==> src/rtl/seg_mon_pkg.sv <==
package seg_mon_pkg;
  localparam int NKIND = 3;
  localparam logic [1:0] VC_NONE     = 2'd0;
  localparam logic [1:0] VC_SOP_OPEN = 2'd1;
  localparam logic [1:0] VC_NO_SOP   = 2'd2;
  localparam logic [1:0] VC_ERR_MTY  = 2'd3;
endpackage

==> src/rtl/seg_lane_chk.sv <==
module seg_lane_chk #(
  parameter int MTY_W = 4
) (
  input  logic             open_i,
  input  logic             en_i,
  input  logic             sop_i,
  input  logic             eop_i,
  input  logic             err_i,
  input  logic [MTY_W-1:0] mty_i,
  output logic             open_o,
  output logic [2:0]       hit_o,
  output logic             good_o,
  output logic             bad_o
);
  always_comb begin
    hit_o  = '0;
    open_o = open_i;
    good_o = 1'b0;
    bad_o  = 1'b0;
    if (en_i) begin
      hit_o[0] = sop_i && open_i;
      hit_o[1] = !sop_i && !open_i;
      hit_o[2] = eop_i && err_i && (mty_i[2:0] != 3'b000);
      open_o   = !eop_i;
      good_o   = eop_i && !err_i;
      bad_o    = eop_i && err_i;
    end
  end
endmodule

==> src/rtl/seg_sat_cnt.sv <==
module seg_sat_cnt #(
  parameter int W     = 16,
  parameter int INC_W = 3
) (
  input  logic             clk_i,
  input  logic             rst_ni,
  input  logic [INC_W-1:0] inc_i,
  output logic [W-1:0]     cnt_o
);
  logic [W:0] sum_w;
  assign sum_w = {1'b0, cnt_o} + (W+1)'(inc_i);

  always_ff @(posedge clk_i or negedge rst_ni) begin
    if (!rst_ni)      cnt_o <= '0;
    else if (sum_w[W]) cnt_o <= '1;
    else              cnt_o <= sum_w[W-1:0];
  end

  AST_CNT_NO_WRAP: assert property (@(posedge clk_i) disable iff (!rst_ni)
    cnt_o >= $past(cnt_o));
endmodule

==> src/rtl/seg_rx_monitor.sv <==
module seg_rx_monitor
  import seg_mon_pkg::*;
#(
  parameter int NSEG  = 4,
  parameter int MTY_W = 4,
  parameter int CNT_W = 16
) (
  input  logic                  clk_i,
  input  logic                  rst_ni,
  input  logic                  clear_i,
  input  logic [NSEG-1:0]       seg_en_i,
  input  logic [NSEG-1:0]       seg_sop_i,
  input  logic [NSEG-1:0]       seg_eop_i,
  input  logic [NSEG-1:0]       seg_err_i,
  input  logic [NSEG*MTY_W-1:0] seg_mty_i,
  output logic [NKIND-1:0]      viol_sticky_o,
  output logic                  viol_pulse_o,
  output logic [1:0]            viol_code_o,
  output logic [CNT_W-1:0]      good_cnt_o,
  output logic [CNT_W-1:0]      bad_cnt_o
);
  localparam int INC_W = $clog2(NSEG + 1);

  logic             open_q;
  logic [NSEG:0]    open_c;
  logic [2:0]       hit   [NSEG];
  logic [NSEG-1:0]  good_v, bad_v;
  logic [NKIND-1:0] hit_any;
  logic [1:0]       code_d;
  logic [INC_W-1:0] good_inc, bad_inc;

  assign open_c[0] = open_q;

  // segment chain, ascending order
  for (genvar k = 0; k < NSEG; k++) begin : g_lane
    seg_lane_chk #(.MTY_W(MTY_W)) u_lane (
      .open_i (open_c[k]),
      .en_i   (seg_en_i[k]),
      .sop_i  (seg_sop_i[k]),
      .eop_i  (seg_eop_i[k]),
      .err_i  (seg_err_i[k]),
      .mty_i  (seg_mty_i[k*MTY_W +: MTY_W]),
      .open_o (open_c[k+1]),
      .hit_o  (hit[k]),
      .good_o (good_v[k]),
      .bad_o  (bad_v[k])
    );
  end

  always_comb begin
    hit_any  = '0;
    code_d   = VC_NONE;
    good_inc = '0;
    bad_inc  = '0;
    for (int k = NSEG-1; k >= 0; k--) begin
      hit_any  = hit_any | hit[k];
      good_inc = good_inc + INC_W'(good_v[k]);
      bad_inc  = bad_inc + INC_W'(bad_v[k]);
      if (hit[k] != 3'b000) begin
        if (hit[k][0])      code_d = VC_SOP_OPEN;
        else if (hit[k][1]) code_d = VC_NO_SOP;
        else                code_d = VC_ERR_MTY;
      end
    end
  end

  always_ff @(posedge clk_i or negedge rst_ni) begin
    if (!rst_ni) begin
      open_q        <= 1'b0;
      viol_sticky_o <= '0;
      viol_pulse_o  <= 1'b0;
      viol_code_o   <= VC_NONE;
    end else begin
      open_q        <= open_c[NSEG];
      viol_sticky_o <= (clear_i ? '0 : viol_sticky_o) | hit_any;
      viol_pulse_o  <= |hit_any;
      viol_code_o   <= code_d;
    end
  end

  seg_sat_cnt #(.W(CNT_W), .INC_W(INC_W)) u_good (
    .clk_i(clk_i), .rst_ni(rst_ni), .inc_i(good_inc), .cnt_o(good_cnt_o));
  seg_sat_cnt #(.W(CNT_W), .INC_W(INC_W)) u_bad (
    .clk_i(clk_i), .rst_ni(rst_ni), .inc_i(bad_inc), .cnt_o(bad_cnt_o));

  AST_SOP_OPEN_SEG0: assert property (@(posedge clk_i) disable iff (!rst_ni)
    (open_q && seg_en_i[0] && seg_sop_i[0]) |=> viol_pulse_o);
  AST_NO_SOP_SEG0: assert property (@(posedge clk_i) disable iff (!rst_ni)
    (!open_q && seg_en_i[0] && !seg_sop_i[0]) |=> viol_pulse_o);
  AST_ERR_MTY_SEG0: assert property (@(posedge clk_i) disable iff (!rst_ni)
    (seg_en_i[0] && seg_eop_i[0] && seg_err_i[0] && (seg_mty_i[2:0] != 3'b000))
    |=> viol_sticky_o[2]);
  AST_PULSE_STICKY: assert property (@(posedge clk_i) disable iff (!rst_ni)
    viol_pulse_o |-> (viol_code_o != VC_NONE) && viol_sticky_o[viol_code_o - 2'd1]);
  AST_STICKY_HOLD: assert property (@(posedge clk_i) disable iff (!rst_ni)
    !$past(clear_i) |-> ((viol_sticky_o & $past(viol_sticky_o)) == $past(viol_sticky_o)));
endmodule

==> config.mk <==
export PLATFORM = sky130hd
export DESIGN_NAME = seg_rx_monitor
export DESIGN_NICKNAME = d
export VERILOG_FILES = /design/src/rtl/seg_mon_pkg.sv /design/src/rtl/seg_lane_chk.sv /design/src/rtl/seg_sat_cnt.sv /design/src/rtl/seg_rx_monitor.sv
export SDC_FILE = /design/constraint.sdc
export NUM_CORES = 1
export LEC_CHECK = 0
export BUFFER_PORTS_ARGS = -buffer_cell sky130_fd_sc_hd__buf_2
export CORE_MARGIN = 8
export CORE_UTILIZATION = 54
export DETAILED_ROUTE_END_ITERATION = 16
export PLACE_DENSITY = 0.91
export SETUP_SLACK_MARGIN = 0.02
export SLEW_MARGIN = 15
export SYNTH_ARGS = -nofsm -noshare
export SYNTH_HDL_FRONTEND = slang
export SYNTH_SLANG_ARGS = --single-unit
==> constraint.sdc <==
create_clock -name clk_i -period 3.49 [get_ports clk_i]
set_input_delay 0.698 -clock clk_i [delete_from_list [all_inputs] [get_ports clk_i]]
set_output_delay 0.698 -clock clk_i [all_outputs]
set_load 0.1 [all_outputs]
==> results.py <==
metrics = {
    "power_and_ir_drop": {
        "power_switching_w": 0.001074,
        "power.density_nw_per_um2": 755.6,
        "power_frac_seq_pct": 30.7,
        "clkPwrFrac_pct": 21.1,
        "ir_worst_vdd_v": 0.0008126,
        "switching_share_pct": 51.44,
        "comb_power_share_pct": 48.2,
        "leakagePower_nw": 1.505,
        "p_int_w": 0.001014,
    },
    "sta": {
        "hold_viol": 0,
        "final_max_slew_viol_count": 0,
        "setup_viol": 0,
        "rsz0062_at_grt": "false",
        "post-route-period-util_pct": 89.83,
        "fin_crit_ns": 3.135,
        "maxSlewHeadroom_pct": 42.62,
        "max_freq_mhz": 319.0,
        "worst_pin_slew_ns": 0.8607,
        "setup_tns_ns": 0,
        "fin_skew_ns": 0.01084,
    },
    "floorplan": {
        "die_w_um": 79.99,
        "die_area_um2": 6398,
        "die-height_um": 79.99,
        "initial_core_util_pct": 55.67,
        "pin_count": 73,
        "core_um2": 3971,
        "rows": 23,
    },
    "critical_path": {
        "critical_path_required_ns": 3.68,
        "critPathArrivalTime_ns": 3.32,
        "reg2reg_slack_ns": 1.33,
        "cp-end-kind": "register",
        "path_class": "primary input to register",
        "cp_max_fo": 6,
        "crit_path_start_kind": "primary input",
        "r2r_cells": 6,
        "reg2reg_to": "u_bad.cnt_o[10]",
        "rr_startpoint": "u_bad.cnt_o[0]",
    },
    "global_route": {
        "antenna_found_initial": 0,
        "overflow": 0,
        "grt_pass1_wl_um": 8535,
        "grt_usage_pct": 16.47,
        "grt_pass1_vias": 1991,
        "grt_max_degree": 40,
    },
    "yosys": {
        "yosysMostFrequentCell": "dfrtp_1",
        "synth_common_cells": "dfrtp_1 (39), nand2_1 (32), nor2_1 (14)",
        "async_reset_ff_share_pct": 100.0,
        "yosysUniqueCellTypes": 40,
        "yosys_warnings": 0,
        "synthFlopType": "dfrtp_1",
        "syn_area_um2": 2211,
        "ys_seq_elements": 39,
        "syn-instance-count": 231,
        "ys_seq_area_share_pct": 44.14,
        "avgSynthCellArea_um2": 9.571,
        "yosysTopAreaCellShare_pct": 44.14,
        "synth_edf_count": 0,
        "synth_area_leader_cell": "dfrtp_1",
        "synth_area_leaders": "dfrtp_1 (44%), fa_1 (5.4%), nand2_1 (5.4%), xor2_1 (4.0%), and3_1 (3.4%)",
        "syn-num-nets": 274,
    },
    "finish": {
        "fin_util_pct": 69.60,
        "drive_gt1_share_pct": 29.08,
        "diodes": 0,
        "syn_to_final_growth_pct": 25.01,
        "seq_area_um2": 975.9,
        "multiInputGateArea_um2": 1172,
        "nets": 348,
        "fillers": 322,
    },
    "place": {
        "gp_congestion": 0.8358,
        "portBuffers": 68,
        "dpl.hpwl_um": 4004,
    },
    "cts": {
        "post_cts_buffers": 0,
        "cts_tree": "yes",
        "clkLatencyLatePin_ns": 0.29,
        "cts_max_path_buffers": 2,
        "cts_htree_levels": 2,
        "clock-sinks": 39,
        "cts-root-buf": "clkbuf_8",
        "clk_pin_slew_worst_paths_ns": 0.08,
        "cts_resized": 0,
        "cts_hold_buf": 0,
        "cts_buffers": 5,
    },
    "detailed_routing": {
        "drc": 0,
        "first_pass_iters": 4,
        "wl_per_cell_um": 14.31,
        "ant_nets": 0,
        "drt_first_iter_violations": 127,
        "wl_um": 5095,
        "via_per_inst": 5.404,
        "dr_total_vias": 1924,
    },
    "outcome": {
        "status": "complete, no violations",
    },
    "min_path": {
        "min_path_type": "primary input to async pin",
    },
    "run": {
        "drv_cap": 0,
    },
}
==> metal layers <==
metal  global-route usage [%]  share of wire (%)  wire length [µm]  vias up
met4                    4.727               0.51                26        0
met5                        0                  0                 0        -
met1                    19.74                 42              2120      916
met2                    27.97                 51              2600       58
li1                         -                  -                 -      946
met3                    4.617                6.8               347        4
==> power groups by stage <==
stage | clock network (W) | logic (W) | registers, W
4_1_cts | 0.000452 | 0.00102 | 0.000642
3_5_place_dp | 0 | 0.00101 | 0.000647
2_1_floorplan | 0 | 0.000188 | 0.00128
5_1_grt | 0.000470 | 0.00106 | 0.000655
6_report | 0.000440 | 0.00101 | 0.000641
3_3_place_gp | 0 | 0.000997 | 0.000643
==> layout by cell type (no fill, tap or decap), types with 2 or more instances in the layout <==
cell type and instances:
o22ai_1 2, or2_2 4, dfrtp_1 39, o21ai_0 9, xnor2_1 7, o21bai_1 2, clkbuf_8 5, buf_2 68
a31oi_1 4, nor3_1 6, mux2_2 3, fa_1 6, mux2i_1 2, and2_1 3, ha_1 2, a21oi_1 9
and4_1 4, xor2_1 10, nand2_1 32, nand2b_1 7, nand3_1 11, inv_1 12, nor2_1 14, buf_4 2
nor2b_1 5, nand3b_1 3, nand4_1 6, and3_1 12, bufinv_16 2
==> stage by stage <==
step,instance area (µm²),cells,worst slack (ns),total power (W),hold WS (ns)
final,2764,356,0.3551,0.002088,0.5171
after floorplan,2211,231,0.2820,0.001468,0.4024
after global placement,2631,348,0.1240,0.001640,0.4926
after global routing,2764,356,0.2126,0.002186,0.5640
after CTS,2764,356,0.3626,0.002110,0.5295
after detailed placement,2631,348,0.04457,0.001659,0.5079
==> cell type report <==
cell class / instances / share of cell area (%)
clock buffers: 6 / 2.626
clock inverters: 2 / 2.173
flip-flops and latches: 39 / 35.31
multi-input cells: 176 / 42.42
well taps: 50 / 2.263
inverters: 12 / 1.630
repair buffers: 71 / 13.58
==> logic make-up (layout without fill, tap and decap cells) <==
kind of cell    count (synthesis)  in the layout  synth area share [%]
simple gates                  114            114                 28.52
flops                          39             39                 44.14
compound gates                 32             32                 8.772
xor+xnor                       17             17                 6.734
buf+inv                        16             91                 2.830
fa+ha+maj                       8              8                 6.565
mux                             5              5                 2.433
==> critical path, cell delays in order <==
cell and delay (ns):
buf_2 0.13, nand2_1 0.10, or2_2 0.30, fa_1 0.51
inv_1 0.06, fa_1 0.43, fa_1 0.43, nand2_1 0.11
nand4bb_4 0.16, or3_4 0.17, and4_1 0.20, nor2_1 0.05
==> worst max path at each step <==
stage | from | to | slack [ns] | depth (start not counted)
finish | seg_en_i[1] | u_good.cnt_o[13] | 0.36 | 12
detailed placement | seg_en_i[1] | u_good.cnt_o[0] | 0.04 | 11
floorplan | seg_en_i[0] | u_bad.cnt_o[10] | 0.28 | 10
global placement | seg_en_i[1] | u_good.cnt_o[13] | 0.12 | 12
global route | seg_en_i[1] | u_good.cnt_o[13] | 0.21 | 12
CTS | seg_en_i[1] | u_good.cnt_o[0] | 0.36 | 11
==> sequential cells by signal, summed over array words and instances (netlist names) <==
signal	count
u_bad.cnt_o	16
u_good.cnt_o	16
viol_sticky_o	3
viol_code_o	2
open_q	1
viol_pulse_o	1
Note: power is estimated with default switching activity, not from simulation.
